[config.mk]
export PLATFORM = sky130hd
export DESIGN_NAME = divstep_unit
export DESIGN_NICKNAME = d
export VERILOG_FILES = /design/src/rtl/divstep_pkg.sv /design/src/rtl/divstep_alu.sv /design/src/rtl/divstep_flags.sv /design/src/rtl/divstep_out.sv /design/src/rtl/divstep_unit.sv
export SDC_FILE = /design/constraint.sdc
export NUM_CORES = 1
export LEC_CHECK = 0
export BUFFER_PORTS_ARGS = -buffer_cell sky130_fd_sc_hd__clkbuf_2
export CELL_PAD_IN_SITES_DETAIL_PLACEMENT = 1
export CELL_PAD_IN_SITES_GLOBAL_PLACEMENT = 1
export CORE_AREA = 10 10 116 144
export CTS_BUF_LIST = sky130_fd_sc_hd__clkbuf_4 sky130_fd_sc_hd__clkbuf_8 sky130_fd_sc_hd__clkbuf_16
export DETAILED_ROUTE_END_ITERATION = 10
export DIE_AREA = 0 0 126 154
export GPL_TIMING_DRIVEN = 0
export PLACE_DENSITY = 0.78
export SYNTH_ARGS = -nofsm -noshare
export SYNTH_HDL_FRONTEND = slang
export SYNTH_SLANG_ARGS = --single-unit
export TNS_END_PERCENT = 20
[constraint.sdc]
create_clock -name clk -period 5.15 [get_ports clk]
set_input_delay 0.2575 -clock clk [delete_from_list [all_inputs] [get_ports clk]]
set_output_delay 0.2575 -clock clk [all_outputs]
set_load 0.01 [all_outputs]
[src/rtl/divstep_pkg.sv]
package divstep_pkg;
  typedef enum logic [1:0] {
    OP_STEP    = 2'b00,
    OP_SETUP_S = 2'b01,
    OP_SETUP_U = 2'b10,
    OP_RSV     = 2'b11
  } ds_op_e;
endpackage

[src/rtl/divstep_alu.sv]
module divstep_alu
  import divstep_pkg::*;
#(
  parameter int WIDTH = 32
) (
  input  ds_op_e           op_i,
  input  logic [WIDTH-1:0] rem_i,
  input  logic [WIDTH-1:0] div_i,
  input  logic             q_i,
  input  logic             m_i,
  input  logic             t_i,
  output logic [WIDTH-1:0] rem_o,
  output logic             q_o,
  output logic             m_o,
  output logic             t_o
);
  localparam int MSB = WIDTH - 1;

  logic [WIDTH-1:0] shifted;
  logic [WIDTH-1:0] combined;
  logic             out_bit;
  logic             subtract;
  logic             cy;

  assign out_bit  = rem_i[MSB];
  assign shifted  = {rem_i[MSB-1:0], t_i};
  assign subtract = (q_i == m_i);
  assign combined = subtract ? (shifted - div_i) : (shifted + div_i);
  // borrow: result grew; carry: result wrapped below the operand
  assign cy       = subtract ? (combined > shifted) : (combined < shifted);

  always_comb begin
    rem_o = rem_i;
    q_o   = q_i;
    m_o   = m_i;
    t_o   = t_i;
    unique case (op_i)
      OP_STEP: begin
        rem_o = combined;
        q_o   = out_bit ^ cy ^ m_i;
        t_o   = ((out_bit ^ cy ^ m_i) == m_i);
      end
      OP_SETUP_S: begin
        q_o = rem_i[MSB];
        m_o = div_i[MSB];
        t_o = rem_i[MSB] ^ div_i[MSB];
      end
      OP_SETUP_U: begin
        q_o = 1'b0;
        m_o = 1'b0;
        t_o = 1'b0;
      end
      default: ;
    endcase
  end
endmodule

[src/rtl/divstep_flags.sv]
module divstep_flags
  import divstep_pkg::*;
(
  input  logic   clk,
  input  logic   rst_n,
  input  logic   load_i,
  input  ds_op_e op_i,
  input  logic   q_d,
  input  logic   m_d,
  input  logic   t_d,
  output logic   q_o,
  output logic   m_o,
  output logic   t_o
);
  always_ff @(posedge clk or negedge rst_n) begin
    if (!rst_n) begin
      q_o <= 1'b0;
      m_o <= 1'b0;
      t_o <= 1'b0;
    end else if (load_i) begin
      q_o <= q_d;
      m_o <= m_d;
      t_o <= t_d;
    end
  end

  assert_t_tracks_R6: assert property (@(posedge clk) disable iff (!rst_n)
    load_i && op_i == OP_STEP |=> t_o == (q_o == m_o));
  assert_m_kept_R7: assert property (@(posedge clk) disable iff (!rst_n)
    load_i && op_i == OP_STEP |=> $stable(m_o));
  assert_clear_R3: assert property (@(posedge clk) disable iff (!rst_n)
    load_i && op_i == OP_SETUP_U |=> !q_o && !m_o && !t_o);
  assert_rsv_R10: assert property (@(posedge clk) disable iff (!rst_n)
    load_i && op_i == OP_RSV |=> $stable({q_o, m_o, t_o}));
  assert_idle_R9: assert property (@(posedge clk) disable iff (!rst_n)
    !load_i |=> $stable({q_o, m_o, t_o}));
endmodule

[src/rtl/divstep_out.sv]
module divstep_out #(
  parameter int WIDTH = 32
) (
  input  logic             clk,
  input  logic             rst_n,
  input  logic             in_valid,
  output logic             in_ready,
  input  logic [WIDTH-1:0] in_rem,
  output logic             res_valid,
  input  logic             res_ready,
  output logic [WIDTH-1:0] res_rem
);
  assign in_ready = !res_valid || res_ready;

  always_ff @(posedge clk or negedge rst_n) begin
    if (!rst_n) begin
      res_valid <= 1'b0;
      res_rem   <= '0;
    end else if (in_valid && in_ready) begin
      res_valid <= 1'b1;
      res_rem   <= in_rem;
    end else if (res_ready) begin
      res_valid <= 1'b0;
    end
  end

  assert_latency_R8: assert property (@(posedge clk) disable iff (!rst_n)
    in_valid && in_ready |=> res_valid);
  assert_hold_R9: assert property (@(posedge clk) disable iff (!rst_n)
    res_valid && !res_ready |=> res_valid && $stable(res_rem));
endmodule

[src/rtl/divstep_unit.sv]
module divstep_unit
  import divstep_pkg::*;
#(
  parameter int WIDTH = 32
) (
  input  logic             clk,
  input  logic             rst_n,
  input  logic             cmd_valid,
  output logic             cmd_ready,
  input  logic [1:0]       cmd_op,
  input  logic [WIDTH-1:0] cmd_rem,
  input  logic [WIDTH-1:0] cmd_div,
  output logic             res_valid,
  input  logic             res_ready,
  output logic [WIDTH-1:0] res_rem,
  output logic             flag_q,
  output logic             flag_m,
  output logic             flag_t
);
  ds_op_e           op;
  logic             fire;
  logic [WIDTH-1:0] next_rem;
  logic             next_q, next_m, next_t;

  assign op   = ds_op_e'(cmd_op);
  assign fire = cmd_valid && cmd_ready;

  divstep_alu #(.WIDTH(WIDTH)) u_alu (
    .op_i (op),
    .rem_i(cmd_rem),
    .div_i(cmd_div),
    .q_i  (flag_q),
    .m_i  (flag_m),
    .t_i  (flag_t),
    .rem_o(next_rem),
    .q_o  (next_q),
    .m_o  (next_m),
    .t_o  (next_t)
  );

  divstep_flags u_flags (
    .clk   (clk),
    .rst_n (rst_n),
    .load_i(fire),
    .op_i  (op),
    .q_d   (next_q),
    .m_d   (next_m),
    .t_d   (next_t),
    .q_o   (flag_q),
    .m_o   (flag_m),
    .t_o   (flag_t)
  );

  divstep_out #(.WIDTH(WIDTH)) u_out (
    .clk      (clk),
    .rst_n    (rst_n),
    .in_valid (cmd_valid),
    .in_ready (cmd_ready),
    .in_rem   (next_rem),
    .res_valid(res_valid),
    .res_ready(res_ready),
    .res_rem  (res_rem)
  );

  assert_setup_R2: assert property (@(posedge clk) disable iff (!rst_n)
    fire && op == OP_SETUP_S |=> flag_t == (flag_q ^ flag_m) && res_rem == $past(cmd_rem));
endmodule

Word level (Yosys, flattened, before mapping)
Cells that the tools add are included.

Add/sub/neg operators: 2. Order comparisons: 2. Eq/ne operators: 4. Mux-type cells: 8. Bitwise logic cells: 3. Reduce and logical (&&, ||, !) cells: 9.

Operators with widths (count): $mux 32 (2); $add 32x32->32 (1); $gt 32x32->1 (1); $lt 32x32->1 (1); $sub 32x32->32 (1); $pmux 1 s3 (2); $reduce_and 2->1 (2); $reduce_bool 2->1 (2); $mux 1 (3); $reduce_bool 3->1 (1); $xor 1x1->1 (3); $eq 1x1->1 (2); $eq 2x1->1 const B (1); $eq 2x2->1 const B (1); $logic_not 2->1 (1); $pmux 1 s2 (1); $logic_and 1x1->1 (1); $logic_not 1->1 (1); $logic_or 1x1->1 (1).

Register bits: 36. Bits of input ports: 70. Output and inout port bits: 37. Logic and storage cells: 33.

Longest topological paths before layout
Gate-level depths: netlist (run 1).

Depth in word-level cells: 8. Mapped depth: 29. Mapped depth without buffers: 28.

Modules after synthesis
Synthesis (run 1) repeated with hierarchy kept, for this count alone.

Cells, all modules: 607. Area total of the unflattened synthesis: 5191.2 µm².

Modules (own cells, without submodules): divstep_alu (instances 1, cells each 529, area each 3684.8 µm², seq. area each 0.0 µm²); divstep_out (instances 1, cells each 71, area each 1391.3 µm², seq. area each 825.8 µm²); divstep_flags (instances 1, cells each 6, area each 108.9 µm², seq. area each 75.1 µm²); divstep_unit (instances 1, cells each 1, area each 6.3 µm², seq. area each 0.0 µm²).

Worst setup path before layout (run 1)
No wires, ideal clock.

Kind: input to register. Start point: in cmd_div[1]. End point: reg u_flags.q_o. Library setup time: 0.110 ns. Data arrival time: 5.994 ns. Required time: 5.040 ns. Slack: -0.955 ns. Stages: 28. Path buffers: 2. Cells stage by stage: inv_1 ha_1 or4b_1 or3_4 nor2b_4 nand2_1 or2_1 buf_6 o21ai_1 xor2_1 ha_1 clkbuf_1 a21o_1 a21o_1 a221oi_1 nor2_1 or2_1 or3_1 and2_1 ha_1 and4_1 and4bb_1 a221oi_1 o32ai_1 nor3_2 mux2_2 xnor3_1 o41ai_1.

Longest elaborated chain between the ends: 7. Elaborated cells on any way between the ends: 9. Classes of those cells: add/sub (2); order compare (2); mux (3); bitwise (2).

RTL lines: from (decl) (RTL line divstep_unit.sv:12) `input logic [WIDTH-1:0] cmd_div,`; $add 32x32->32 / $sub 32x32->32 (equally long branches) (RTL line divstep_alu.sv:28) `assign combined = subtract ? (shifted - div_i) : (shifted + div_i);`; $mux 32 (*) (RTL line divstep_alu.sv:28); $lt 32x32->1 / $gt 32x32->1 (equally long branches) (RTL line divstep_alu.sv:30) `assign cy = subtract ? (combined > shifted) : (combined < shifted);`; $mux 1 (*) (RTL line divstep_alu.sv:30); $xor 1x1->1 (*) (2 in a row) (RTL line divstep_alu.sv:40) `q_o = out_bit ^ cy ^ m_i;`; $pmux 1 s3 (*) (RTL line divstep_alu.sv:37) `unique case (op_i)`; to (signal assigned) (RTL line divstep_flags.sv:21) `q_o <= q_d;`; to (decl) (RTL line divstep_flags.sv:11) `output logic q_o,`.

Every way passes the cells marked *; elsewhere a longest branch is shown, timed or not. A chain may end at the register's enable or synchronous reset.

Final worst setup path (run 1)
Start point: in cmd_div[0]. End point: reg u_flags.q_o.

Same word-level chain as after synthesis.

==> results.md, run 1 <==
- Syn_area_per_cell: 7.89 um^2
- Net switching power: 2.24 mW
- Critical path launch point type: primary input
- Final instance area: 6420 um^2
- Comb power frac: just over 80%
- Crit-path max FO: 4
- Final period util: 119%
- Filler cells: 1,737
- Cell Pwr Density: 672 nW/um^2
- Fmax achieved: 163 MHz
- Status: complete, but fails checks
- Slew Limit Headroom: 27.8%
- Post-DP HPWL: 16,400 um
- Pre-Repair DR Iteration Count: 4
- Util after Layout: between 40% and 50%
- Post-Syn Instances: 655
- Worst skew pair latency: 0.29 ns
- Vias/cell: 5.67
- Max clock buf depth: 2
- Fraction of registers with async set/reset: 100%
- Req. time, crit path: 5.34 ns
- Chip width: 126 um
- Clock sink count: 36
- Via count: 5,434
- Final setup violating endpoints: 2
- CTS tree: built
- CP Class: primary input to flop
- Row count: 48
- Final setup skew: 0.00290 ns
- Number of flops mapped to enable cells by yosys: 0
- MaxCap Viol Count: 0
- Netlist cell types: 73
- Share of cells above drive strength 1: 23.1%
- Failing checks: negative setup slack
- First-pass GRT wire length: about 32,000 um
- CP endpoint kind: flop
- Arr. time, crit path: approximately 6.3 ns
- Port bufs: between 100 and 150
- Antenna-violating nets left: 0
- Ys flop type: dfrtp_1
- Vias in the first global route: around 6k
- Die Y: 154 um
- CTS Root Cell: clkbuf_16
- Final hold violation count: 0
- Initial DRC count: 199
- Final worst setup slack: -0.978 ns
- Clock Pin Slew Worst Setup and Hold Paths: around 0.060 ns
- Nets@finish: ~920
- Layout area overhead: 24.2%
- Worst slew pin tran: 1.08 ns
- Starting Density: 37.4%
- Drt drc: 0
- H-tree depth: 2
- Core Footprint: 13,800 um^2
- #FFs+latches synth: 36
- LEAKAGE: 3.14 nW
- Final WL: between 20,000 and 25,000 um
- Ant. Diodes: 0
- Worst IR Drop VDD: roughly 0.24 mV
- Yosys warns: 0
- Sequential-to-total area share from yosys stat: 17.4%
- Clock Power Share: 8.0%
- GRT overflow: 0
- Die area: 19,400 um^2
- Syn Nets: about 790
- Pin count of the biggest net entering global routing: 37
- RSZ-0062 raised after global routing: true
- Sw Share: 51.9%
- Boundary Pins: about 110
- GR Util All Layers: 20.2%
- Drt wl/cell: 21.3 um
- Tmin final: 6.13 ns
- Slew Limit Fails: 0
- GP Congestion: 0.905
- Synthesized area: about 5200 um^2
- Number of antenna violations at the first check in global routing: 0
- Internal: 2.08 mW
- Hold WC Path Type: primary input to asynchronous set/reset pin
- CTS Buf Count: 5
- Sequential power share: a little over a tenth
- DP Area: 5980 um^2
==> state kept, by name, summed over array words and instances, names as in the netlist <==
register / flops
u_out.res_valid: 1
u_out.res_rem: 32
u_flags.q_o: 1
u_flags.t_o: 1
u_flags.m_o: 1
==> critical path, cell delays in order <==
cell and delay (ns):
clkbuf_16 0.14, clkinv_8 0.04, ha_4 0.13, or4b_4 0.47, or3_4 0.40, nor2b_4 0.15
nand2_2 0.07, or2_1 0.25, buf_6 0.14, o41ai_2 0.22, xor2_1 0.27, ha_1 0.32
and3_1 0.21, a221oi_2 0.27, nor2_1 0.10, or2_1 0.26, or3_4 0.34, and2_4 0.16
ha_4 0.21, and4_4 0.15, and4bb_2 0.27, a221oi_2 0.28, o32ai_2 0.15, nor3_2 0.26
mux2_4 0.33, xnor3_1 0.19, o41ai_2 0.30
==> metrics by stage <==
step / cells / hold WS (ns) / power, mW / setup TNS [ns] / worst slack, ns
after floorplan: 655 / -0.0381 / 2.79 / -1.34 / -0.790
after global placement: 936 / 0.464 / 3.54 / -3.31 / -1.73
after detailed placement: 936 / 0.480 / 3.69 / -3.53 / -1.90
after CTS: 954 / 0.211 / 4.23 / -1.87 / -0.949
after global routing: 959 / 0.246 / 4.70 / -2.29 / -1.19
final: 959 / 0.154 / 4.31 / -1.89 / -0.978
==> cell usage in the layout (no fill, tap or decap), types with 3 or more instances in the layout <==
| master | count |
|---|---|
| or3_1 | 5 |
| mux2i_1 | 23 |
| o21ai_1 | 5 |
| o211ai_1 | 4 |
| dfrtp_1 | 36 |
| nand2b_1 | 7 |
| a21o_1 | 22 |
| nor3_1 | 20 |
| a21oi_1 | 56 |
| xnor2_1 | 37 |
| ha_1 | 66 |
| or3_4 | 3 |
| and3_1 | 9 |
| clkbuf_16 | 6 |
| nand2_1 | 48 |
| buf_6 | 4 |
| clkbuf_2 | 106 |
| buf_1 | 3 |
| xor2_1 | 20 |
| a211o_1 | 5 |
| a31oi_1 | 5 |
| a221oi_2 | 3 |
| clkbuf_1 | 12 |
| buf_4 | 16 |
| o21a_1 | 7 |
| and2_1 | 3 |
| nand4_1 | 5 |
| nor2b_1 | 5 |
| nand3_1 | 13 |
| o21ai_0 | 41 |
| o31ai_1 | 3 |
| or2_1 | 3 |
| inv_1 | 48 |
| nor2_1 | 56 |
| o21bai_1 | 4 |
==> routing by layer <==
metal  GRT usage [%]  up-vias  routed length [um]
met3            2.48       33                 753
met4            6.19        0                 451
met1            22.7     2674                8240
met2            38.0      121               10900
li1                -     2606                   -
met5               0        -                   0
==> power by group through the flow <==
| stage | clock [mW] | combinational (mW) | sequential, mW |
|---|---|---|---|
| 2_1_floorplan | 0 | 2.31 | 0.483 |
| 3_3_place_gp | 0 | 3.09 | 0.450 |
| 3_5_place_dp | 0 | 3.23 | 0.455 |
| 4_1_cts | 0.351 | 3.42 | 0.459 |
| 5_1_grt | 0.363 | 3.86 | 0.471 |
| 6_report | 0.345 | 3.51 | 0.459 |
==> final timing paths <==
check / start / end / slack, ns / depth (start not counted)
setup / recovery: cmd_div[0] / u_flags.q_o / -0.98 / 27
hold / removal: rst_n / u_out.res_rem[7] / 0.15 / 1
setup reg to reg: u_flags.m_o / u_flags.q_o / -0.95 / 21
hold reg to reg: u_out.res_rem[8] / u_out.res_rem[8] / 0.49 / 2
max in group asynchronous: rst_n / u_out.res_rem[29] / 4.34 / 1
min in group clk: cmd_valid / u_out.res_valid / 0.21 / 2
==> cells by family after synthesis <==
group,Yosys count,synth area share [%]
flip-flops,36,17.4
buffers and inverters,74,5.98
adder cells (fa/ha/maj),69,16.9
AO/OA/AOI/OAI,186,23.6
AND/OR/NAND/NOR,205,20.8
multiplexers,24,4.67
XOR/XNOR,61,10.6
==> cell type report <==
| type | instances | area [um^2] | area share, % |
|---|---|---|---|
| Clock buffer | 8 | 154 | 2.40 |
| Timing Repair Buffer | 122 | 679 | 10.6 |
| Sequential cell | 36 | 901 | 14.0 |
| Multi-Input combinational cell | 545 | 4130 | 64.4 |
| Buffer | 22 | 116 | 1.81 |
| Inverter | 51 | 216 | 3.37 |
| Tap cell | 175 | 219 | 3.41 |
==> synth_stat cells (all sizes together), types with 3 or more instances <==
cell type  number  area (um^2)
ha             68          851
nor2           57          214
a21oi          56          280
inv            51          191
nand2          49          184
o21ai          48          240
xnor2          38          333
dfrtp          36          901
mux2i          23          230
a21o           22          165
nor3           22          120
xor2           22          193
clkbuf         15         56.3
nand3          14         70.1
and3           10         62.6
buf             8         61.3
nand2b          8         52.6
or3             8         60.1
o21a            7         52.6
nor2b           6         45.0
a211o           5         43.8
a31oi           5         31.3
nand4           5         31.3
o31ai           5         47.5
o41ai           5         70.1
a211oi          4         30.0
and2            4         25.0
o211ai          4         30.0
o21bai          4         30.0
or2             4         25.0
a221oi          3         26.3
and4            3         26.3
nor4            3         55.1
==> what timing repair did <==
action	4_1_cts	5_1_grt
pin swaps	19	16
endpoints found under the setup margin	2	2
hold buffers	0	0
setup buffers	10	6
resized for setup	26	8
(Power assumes the default switching activity.)
==> inputs of run 2 (changes only) <==
--- a/config.mk
+++ b/config.mk
@@ -8,12 +8,12 @@
 export BUFFER_PORTS_ARGS = -buffer_cell sky130_fd_sc_hd__clkbuf_2
 export CELL_PAD_IN_SITES_DETAIL_PLACEMENT = 1
 export CELL_PAD_IN_SITES_GLOBAL_PLACEMENT = 1
-export CORE_AREA = 10 10 116 144
+export CORE_AREA = 5 5 111 139
 export CTS_BUF_LIST = sky130_fd_sc_hd__clkbuf_4 sky130_fd_sc_hd__clkbuf_8 sky130_fd_sc_hd__clkbuf_16
 export DETAILED_ROUTE_END_ITERATION = 10
-export DIE_AREA = 0 0 126 154
+export DIE_AREA = 0 0 116 144
 export GPL_TIMING_DRIVEN = 0
-export PLACE_DENSITY = 0.78
+export PLACE_DENSITY_LB_ADDON = 0.3
 export SYNTH_ARGS = -nofsm -noshare
 export SYNTH_HDL_FRONTEND = slang
 export SYNTH_SLANG_ARGS = --single-unit
==> run 2 against run 1 <==
The run still ends with negative setup slack left; clock skew is 0.00080 ns lower; flip-flop and latch count stayed put; core utilization is 0.29 points lower; register-to-register slack better by 0.03 ns; largest cell class unchanged.
==> results.md, run 2 (synthesized netlist as in run 1, its figures left out) <==
- Status: complete, but fails checks (unchanged)
- Failing checks: negative setup slack (unchanged)
- Tmin final: 6.19 ns (was 6.13 ns)
- Drt drc: 0 (unchanged)
- Arr. time, crit path: 6.38 ns (was 6.31 ns)
- Core Footprint: 14,100 um^2 (was 13,800 um^2)
- Row count: 49 (was 48)
- Ant. Diodes: 0 (unchanged)
- Fmax achieved: 162 MHz (was 163 MHz)
- Number of antenna violations at the first check in global routing: 0 (unchanged)
- Pre-Repair DR Iteration Count: 4 (unchanged)
- CP endpoint kind: flop (unchanged)
- Vias/cell: 5.67 (about the same)
- MaxCap Viol Count: 0 (unchanged)
- Boundary Pins: 107 (unchanged)
- Biggest register: u_out.res_rem (unchanged)
- Critical path launch point type: primary input (unchanged)
- Layout area overhead: 26.0% (was 24.2%)
- Die Y: 144 um (was 154 um)
- WL met1: 7770 um (was 8240 um)
- RSZ-0062 raised after global routing: true (unchanged)
- Worst IR Drop VDD: 0.239 mV (was 0.236 mV)
- CTS Root Cell: clkbuf_16 (unchanged)
- GRT overflow: 0 (unchanged)
- Nets@finish: 926 (was 922)
- DP Area: 5990 um^2 (was 5980 um^2)
- Util after Layout: 46.2% (was 46.5%)
- Clock sink count: 36 (unchanged)
- Cell Pwr Density: 682 nW/um^2 (was 672 nW/um^2)
- WL met2: 10,900 um (about the same)
- Slew Limit Headroom: 24.9% (was 27.8%)
- Most common cell after layout, fill and taps aside: clkbuf_2 (unchanged)
- CTS Buf Count: 5 (unchanged)
- CP max stage cell: or4b_4 (unchanged)
- Max FFs per register: 32 (unchanged)
- LEAKAGE: 3.16 nW (was 3.14 nW)
- Share of cells above drive strength 1: 24.1% (was 23.1%)
- Pin count of the biggest net entering global routing: 37 (unchanged)
- Final period util: 120% (was 119%)
- Setup_tns: -1.96 ns (was -1.89 ns)
- Via count: 5,480 (was 5,434)
- Post-DP HPWL: 15,800 um (was 16,400 um)
- Req. time, crit path: 5.34 ns (about the same)
- Routed wl met3: 808 um (was 753 um)
- Power, Total: 4.44 mW (was 4.31 mW)
- CTS tree: built (unchanged)
- Worst hold slack: 0.177 ns (was 0.154 ns)
- Final setup violating endpoints: 2 (unchanged)
- Starting Density: 36.6% (was 37.4%)
- Worst skew pair latency: 0.29 ns (about the same)
- Hold WC Path Type: primary input to asynchronous set/reset pin (unchanged)
- CP Class: primary input to flop (unchanged)
- Port bufs: 106 (unchanged)
- Slew Limit Fails: 0 (unchanged)
- Vias in the first global route: 6,039 (was 5,917)
- CP max stage delay: 0.47 ns (about the same)
- Die area: 16,700 um^2 (was 19,400 um^2)
- Initial DRC count: 178 (was 199)
- GR Util All Layers: 23.8% (was 20.2%)
- Final hold violation count: 0 (unchanged)
- Drt wl/cell: 20.7 um (was 21.3 um)
- Final instance area: 6510 um^2 (was 6420 um^2)
- Clock Pin Slew Worst Setup and Hold Paths: 0.06 ns (about the same)
- Final worst setup slack: -1.04 ns (was -0.978 ns)
- Top Layer Used: met4 (unchanged)
- Worst slew pin tran: 1.13 ns (was 1.08 ns)
- Antenna-violating nets left: 0 (unchanged)
- Final setup skew: 0.00210 ns (was 0.00290 ns)
- Final WL: 20,000 um (was 20,400 um)
- GP Congestion: 0.979 (was 0.905)
- First-pass GRT wire length: 31,200 um (was 32,100 um)
- Max clock buf depth: 2 (unchanged)
- Most frequent cells in the layout: 106 x clkbuf_2, 66 x ha_1, 56 x a21oi_1 (was 106 x clkbuf_2, 66 x ha_1, 56 x a21oi_1, 56 x nor2_1)
- H-tree depth: 2 (unchanged)
- Chip width: 116 um (was 126 um)
- Filler cells: 1,788 (was 1,737)
- Crit-path max FO: 4 (unchanged)
## run 2: worst paths after layout
kind	startpoint	end	slack [ns]	cells after the start
worst max register to register	u_flags.m_o	u_flags.q_o	-0.92	21
worst max-delay path	cmd_div[0]	u_flags.q_o	-1.04	27
worst min register to register	u_out.res_rem[8]	u_out.res_rem[8]	0.48	2
max in group asynchronous	rst_n	u_out.res_rem[0]	4.29	1
worst min-delay path	rst_n	u_out.res_rem[12]	0.18	1
min in group clk	cmd_valid	u_out.res_valid	0.19	2
## run 2: metal layers
metal  global-route usage, %  vias to the layer above
li1                        -                     2605
met2                    45.8                      122
met1                    27.2                     2717
met3                    2.34                       36
met4                    7.57                        0
met5                       0                        -
## run 2: layout make-up
| type | count | area [um^2] | share of cell area, % |
|---|---|---|---|
| Sequential cell | 36 | 901 | 13.8 |
| Buffer | 22 | 116 | 1.79 |
| Timing Repair Buffer | 126 | 711 | 10.9 |
| Clock buffer | 6 | 139 | 2.13 |
| Clock inverter | 2 | 10.0 | 0.154 |
| Tap cell | 178 | 223 | 3.42 |
| Multi-Input combinational cell | 545 | 4200 | 64.4 |
| Inverter | 51 | 216 | 3.32 |
## run 2: critical path, delay by kind of cell
| kind | cells | cell delay, ns |
|---|---|---|
| and+or+nand+nor | 13 | 3.07 |
| AOI/OAI and AO/OA | 5 | 1.20 |
| adders and majority gates | 3 | 0.67 |
| xor gates and xnor gates | 2 | 0.51 |
| muxes | 1 | 0.34 |
| buffers and inverters | 3 | 0.33 |
## run 2: per-stage QoR
step / cells / setup slack, ns
after detailed placement: 939 / -1.95
final: 966 / -1.04
after CTS: 955 / -1.06
after global routing: 966 / -1.22
after floorplan: 655 / -0.790
after global placement: 939 / -1.62
## run 2: report_power, final
part	total (mW)	internal [mW]	switching, mW	leakage, nW
sequential	0.454	0.377	0.0766	0.437
combinational	3.65	1.57	2.08	2.65
clock	0.338	0.192	0.146	0.0766
## run 2: what timing repair did
| action | 4_1_cts | 5_1_grt |
|---|---|---|
| cloned | 0 | 0 |
| setup endpoints to repair | 2 | 2 |
| setup buffers | 8 | 12 |
| resized for setup | 21 | 23 |
| hold buffers | 0 | 0 |
| pin swaps | 15 | 27 |
==> inputs of run 3 (changes only) <==
--- a/config.mk
+++ b/config.mk
@@ -6,12 +6,10 @@
 export NUM_CORES = 1
 export LEC_CHECK = 0
 export BUFFER_PORTS_ARGS = -buffer_cell sky130_fd_sc_hd__clkbuf_2
-export CELL_PAD_IN_SITES_DETAIL_PLACEMENT = 1
-export CELL_PAD_IN_SITES_GLOBAL_PLACEMENT = 1
-export CORE_AREA = 5 5 111 139
+export CORE_AREA = 5 5 96 120
 export CTS_BUF_LIST = sky130_fd_sc_hd__clkbuf_4 sky130_fd_sc_hd__clkbuf_8 sky130_fd_sc_hd__clkbuf_16
 export DETAILED_ROUTE_END_ITERATION = 10
-export DIE_AREA = 0 0 116 144
+export DIE_AREA = 0 0 101 125
 export GPL_TIMING_DRIVEN = 0
 export PLACE_DENSITY_LB_ADDON = 0.3
 export SYNTH_ARGS = -nofsm -noshare
==> run 3 against run 2 <==
The run still ends with negative setup slack left; setup slack better by 0.31 ns; clock power fell by 4%; critical path depth increased by 1; clock-buffer cell count grew 1; first-iteration DRC count grew 52%; wire length down 19%; core utilization grew 15 points; critical path type unchanged; highest routed layer unchanged.
==> results.md, run 3 (synthesized netlist as in run 1, its figures left out) <==
- Status: complete, but fails checks (unchanged)
- Failing checks: negative setup slack (unchanged)
- Crit-path max FO: 4 (unchanged)
- Req. time, crit path: 5.35 ns (was 5.34 ns)
- Post-DP HPWL: 12,900 um (was 15,800 um)
- Starting Density: 49.9% (was 36.6%)
- Boundary Pins: 107 (unchanged)
- MaxCap Viol Count: 0 (unchanged)
- Routed wl met3: 892 um (was 808 um)
- WL met1: 6350 um (was 7770 um)
- Largest delay contributor family on the critical path: simple AND/OR/NAND/NOR gates (unchanged)
- Die Y: 125 um (was 144 um)
- Critical path launch point type: primary input (unchanged)
- RSZ-0062 raised after global routing: true (unchanged)
- CTS tree: built (unchanged)
- Max clock buf depth: 2 (unchanged)
- Port bufs: 106 (unchanged)
- CTS Root Cell: clkbuf_16 (unchanged)
- GRT overflow: 0 (unchanged)
- Worst slew pin tran: 0.979 ns (was 1.13 ns)
- RR Startpoint: u_flags.m_o (unchanged)
- WL met2: 8360 um (was 10,900 um)
- Final worst setup slack: -0.734 ns (was -1.04 ns)
- Clock Pin Slew Worst Setup and Hold Paths: 0.06 ns (about the same)
- R2R depth: 21 (unchanged)
- Max FFs per register: 32 (unchanged)
- Arr. time, crit path: 6.08 ns (was 6.38 ns)
- Worst IR Drop VDD: 0.274 mV (was 0.239 mV)
- First-pass GRT wire length: 25,400 um (was 31,200 um)
- Final period util: 114% (was 120%)
- Cell Pwr Density: 661 nW/um^2 (was 682 nW/um^2)
- Hold WC Path Type: primary input to asynchronous set/reset pin (unchanged)
- Drt drc: 0 (unchanged)
- Final setup skew: 0.00873 ns (was 0.00210 ns)
- Share of cells above drive strength 1: 22.7% (was 24.1%)
- Worst skew pair latency: 0.29 ns (about the same)
- Chip width: 101 um (was 116 um)
- CP max stage cell: or4b_4 (unchanged)
- Final WL: 16,100 um (was 20,000 um)
- Fmax achieved: 170 MHz (was 162 MHz)
- Slew Limit Headroom: 34.7% (was 24.9%)
- Area of the multi-input gates: 4120 um^2 (was 4200 um^2)
- LEAKAGE: 3.11 nW (was 3.16 nW)
- Slew Limit Fails: 0 (unchanged)
- Most frequent cells in the layout: 106 x clkbuf_2, 66 x ha_1, 55 x a21oi_1, 55 x nor2_1 (was 106 x clkbuf_2, 66 x ha_1, 56 x a21oi_1)
- Filler cells: 936 (was 1,788)
- GR Util All Layers: 24.9% (was 23.8%)
- Final setup violating endpoints: 2 (unchanged)
- Tmin final: 5.88 ns (was 6.19 ns)
- Via count: 5,390 (was 5,480)
- Core Footprint: 10,400 um^2 (was 14,100 um^2)
- Biggest register: u_out.res_rem (unchanged)
- Row count: 42 (was 49)
- Pre-Repair DR Iteration Count: 5 (was 4)
- Most common cell after layout, fill and taps aside: clkbuf_2 (unchanged)
- Buf+Inv Stages, Crit Path: 4 (was 3)
- Number of antenna violations at the first check in global routing: 0 (unchanged)
- Worst hold slack: 0.124 ns (was 0.177 ns)
- Layout area overhead: 22.1% (was 26.0%)
- Util after Layout: 61.0% (was 46.2%)
- CP endpoint kind: flop (unchanged)
- GP Congestion: 0.953 (was 0.979)
- Clock sink count: 36 (unchanged)
- Antenna-violating nets left: 0 (unchanged)
- Nets@finish: 919 (was 926)
- CTS Buf Count: 5 (unchanged)
- Vias/cell: 5.90 (was 5.67)
- H-tree depth: 2 (unchanged)
- Pin count of the biggest net entering global routing: 37 (unchanged)
- CP Class: primary input to flop (unchanged)
- FF+latch area: 901 um^2 (unchanged)
- Worst R2R End: u_flags.t_o (was u_flags.q_o)
- CP max stage delay: 0.46 ns (was 0.47 ns)
- Top Layer Used: met4 (unchanged)
- Reg-to-reg setup timing slack: -0.52 ns (was -0.92 ns)
- Vias in the first global route: 5,315 (was 6,039)
- Drt wl/cell: 17.6 um (was 20.7 um)
- Final hold violation count: 0 (unchanged)
- Ant. Diodes: 0 (unchanged)
- Initial DRC count: 270 (was 178)
- Die area: 12,600 um^2 (was 16,700 um^2)
-- run 3: changes by cell type in the layout (fill, tap and decap cells not counted), sizes merged --
cell	change
buf	-8
clkbuf	+2
clkinv	-3
clkinvlp	+1
inv	+1
-- run 3: worst max path at each step --
stage	startpoint	slack (ns)	cells past startpoint	to
after global placement	u_flags.m_o	-1.81	21	u_flags.q_o
after floorplan	cmd_div[1]	-0.79	28	u_flags.q_o
after global routing	cmd_div[1]	-0.96	28	u_flags.q_o
after detailed placement	u_flags.m_o	-1.97	21	u_flags.q_o
after CTS	cmd_div[1]	-0.91	30	u_flags.t_o
final	cmd_div[1]	-0.73	28	u_flags.t_o
-- run 3: layer usage --
metal	global-route usage, %	vias up
met5	0	-
met4	8.22	0
met3	3.12	37
met2	45.9	185
met1	29.0	2564
li1	-	2604
-- run 3: area by class of cell --
class / instances / share of cell area (%)
plain buffers: 21 / 1.67
clock buffers: 7 / 2.32
clock inverters: 1 / 0.119
inverters: 51 / 3.27
multi-input cells: 545 / 65.2
flip-flops and latches: 36 / 14.3
well taps: 132 / 2.62
repair buffers: 120 / 10.5
-- run 3: repair_timing --
action / CTS / global route
hold buffers: 0 / 0
setup endpoints to repair: 2 / 2
resized for setup: 20 / 10
cloned: 0 / 0
pin swaps: 17 / 17
setup buffers: 7 / 7
-- run 3: stage by stage --
stage / instance area [um^2] / power [mW] / worst slack [ns] / instances / setup TNS (ns)
floorplan: 5230 / 2.79 / -0.790 / 655 / -1.34
global placement: 5930 / 3.48 / -1.81 / 893 / -3.46
detailed placement: 5930 / 3.57 / -1.97 / 893 / -3.75
CTS: 6250 / 4.06 / -0.905 / 908 / -1.80
global route: 6310 / 4.56 / -0.961 / 913 / -1.92
finish: 6310 / 4.17 / -0.734 / 913 / -1.45
-- run 3: power by group --
part | switching [mW] | internal [mW]
Clock | 0.128 | 0.198
Sequential | 0.0793 | 0.378
Combinational | 1.90 | 1.49
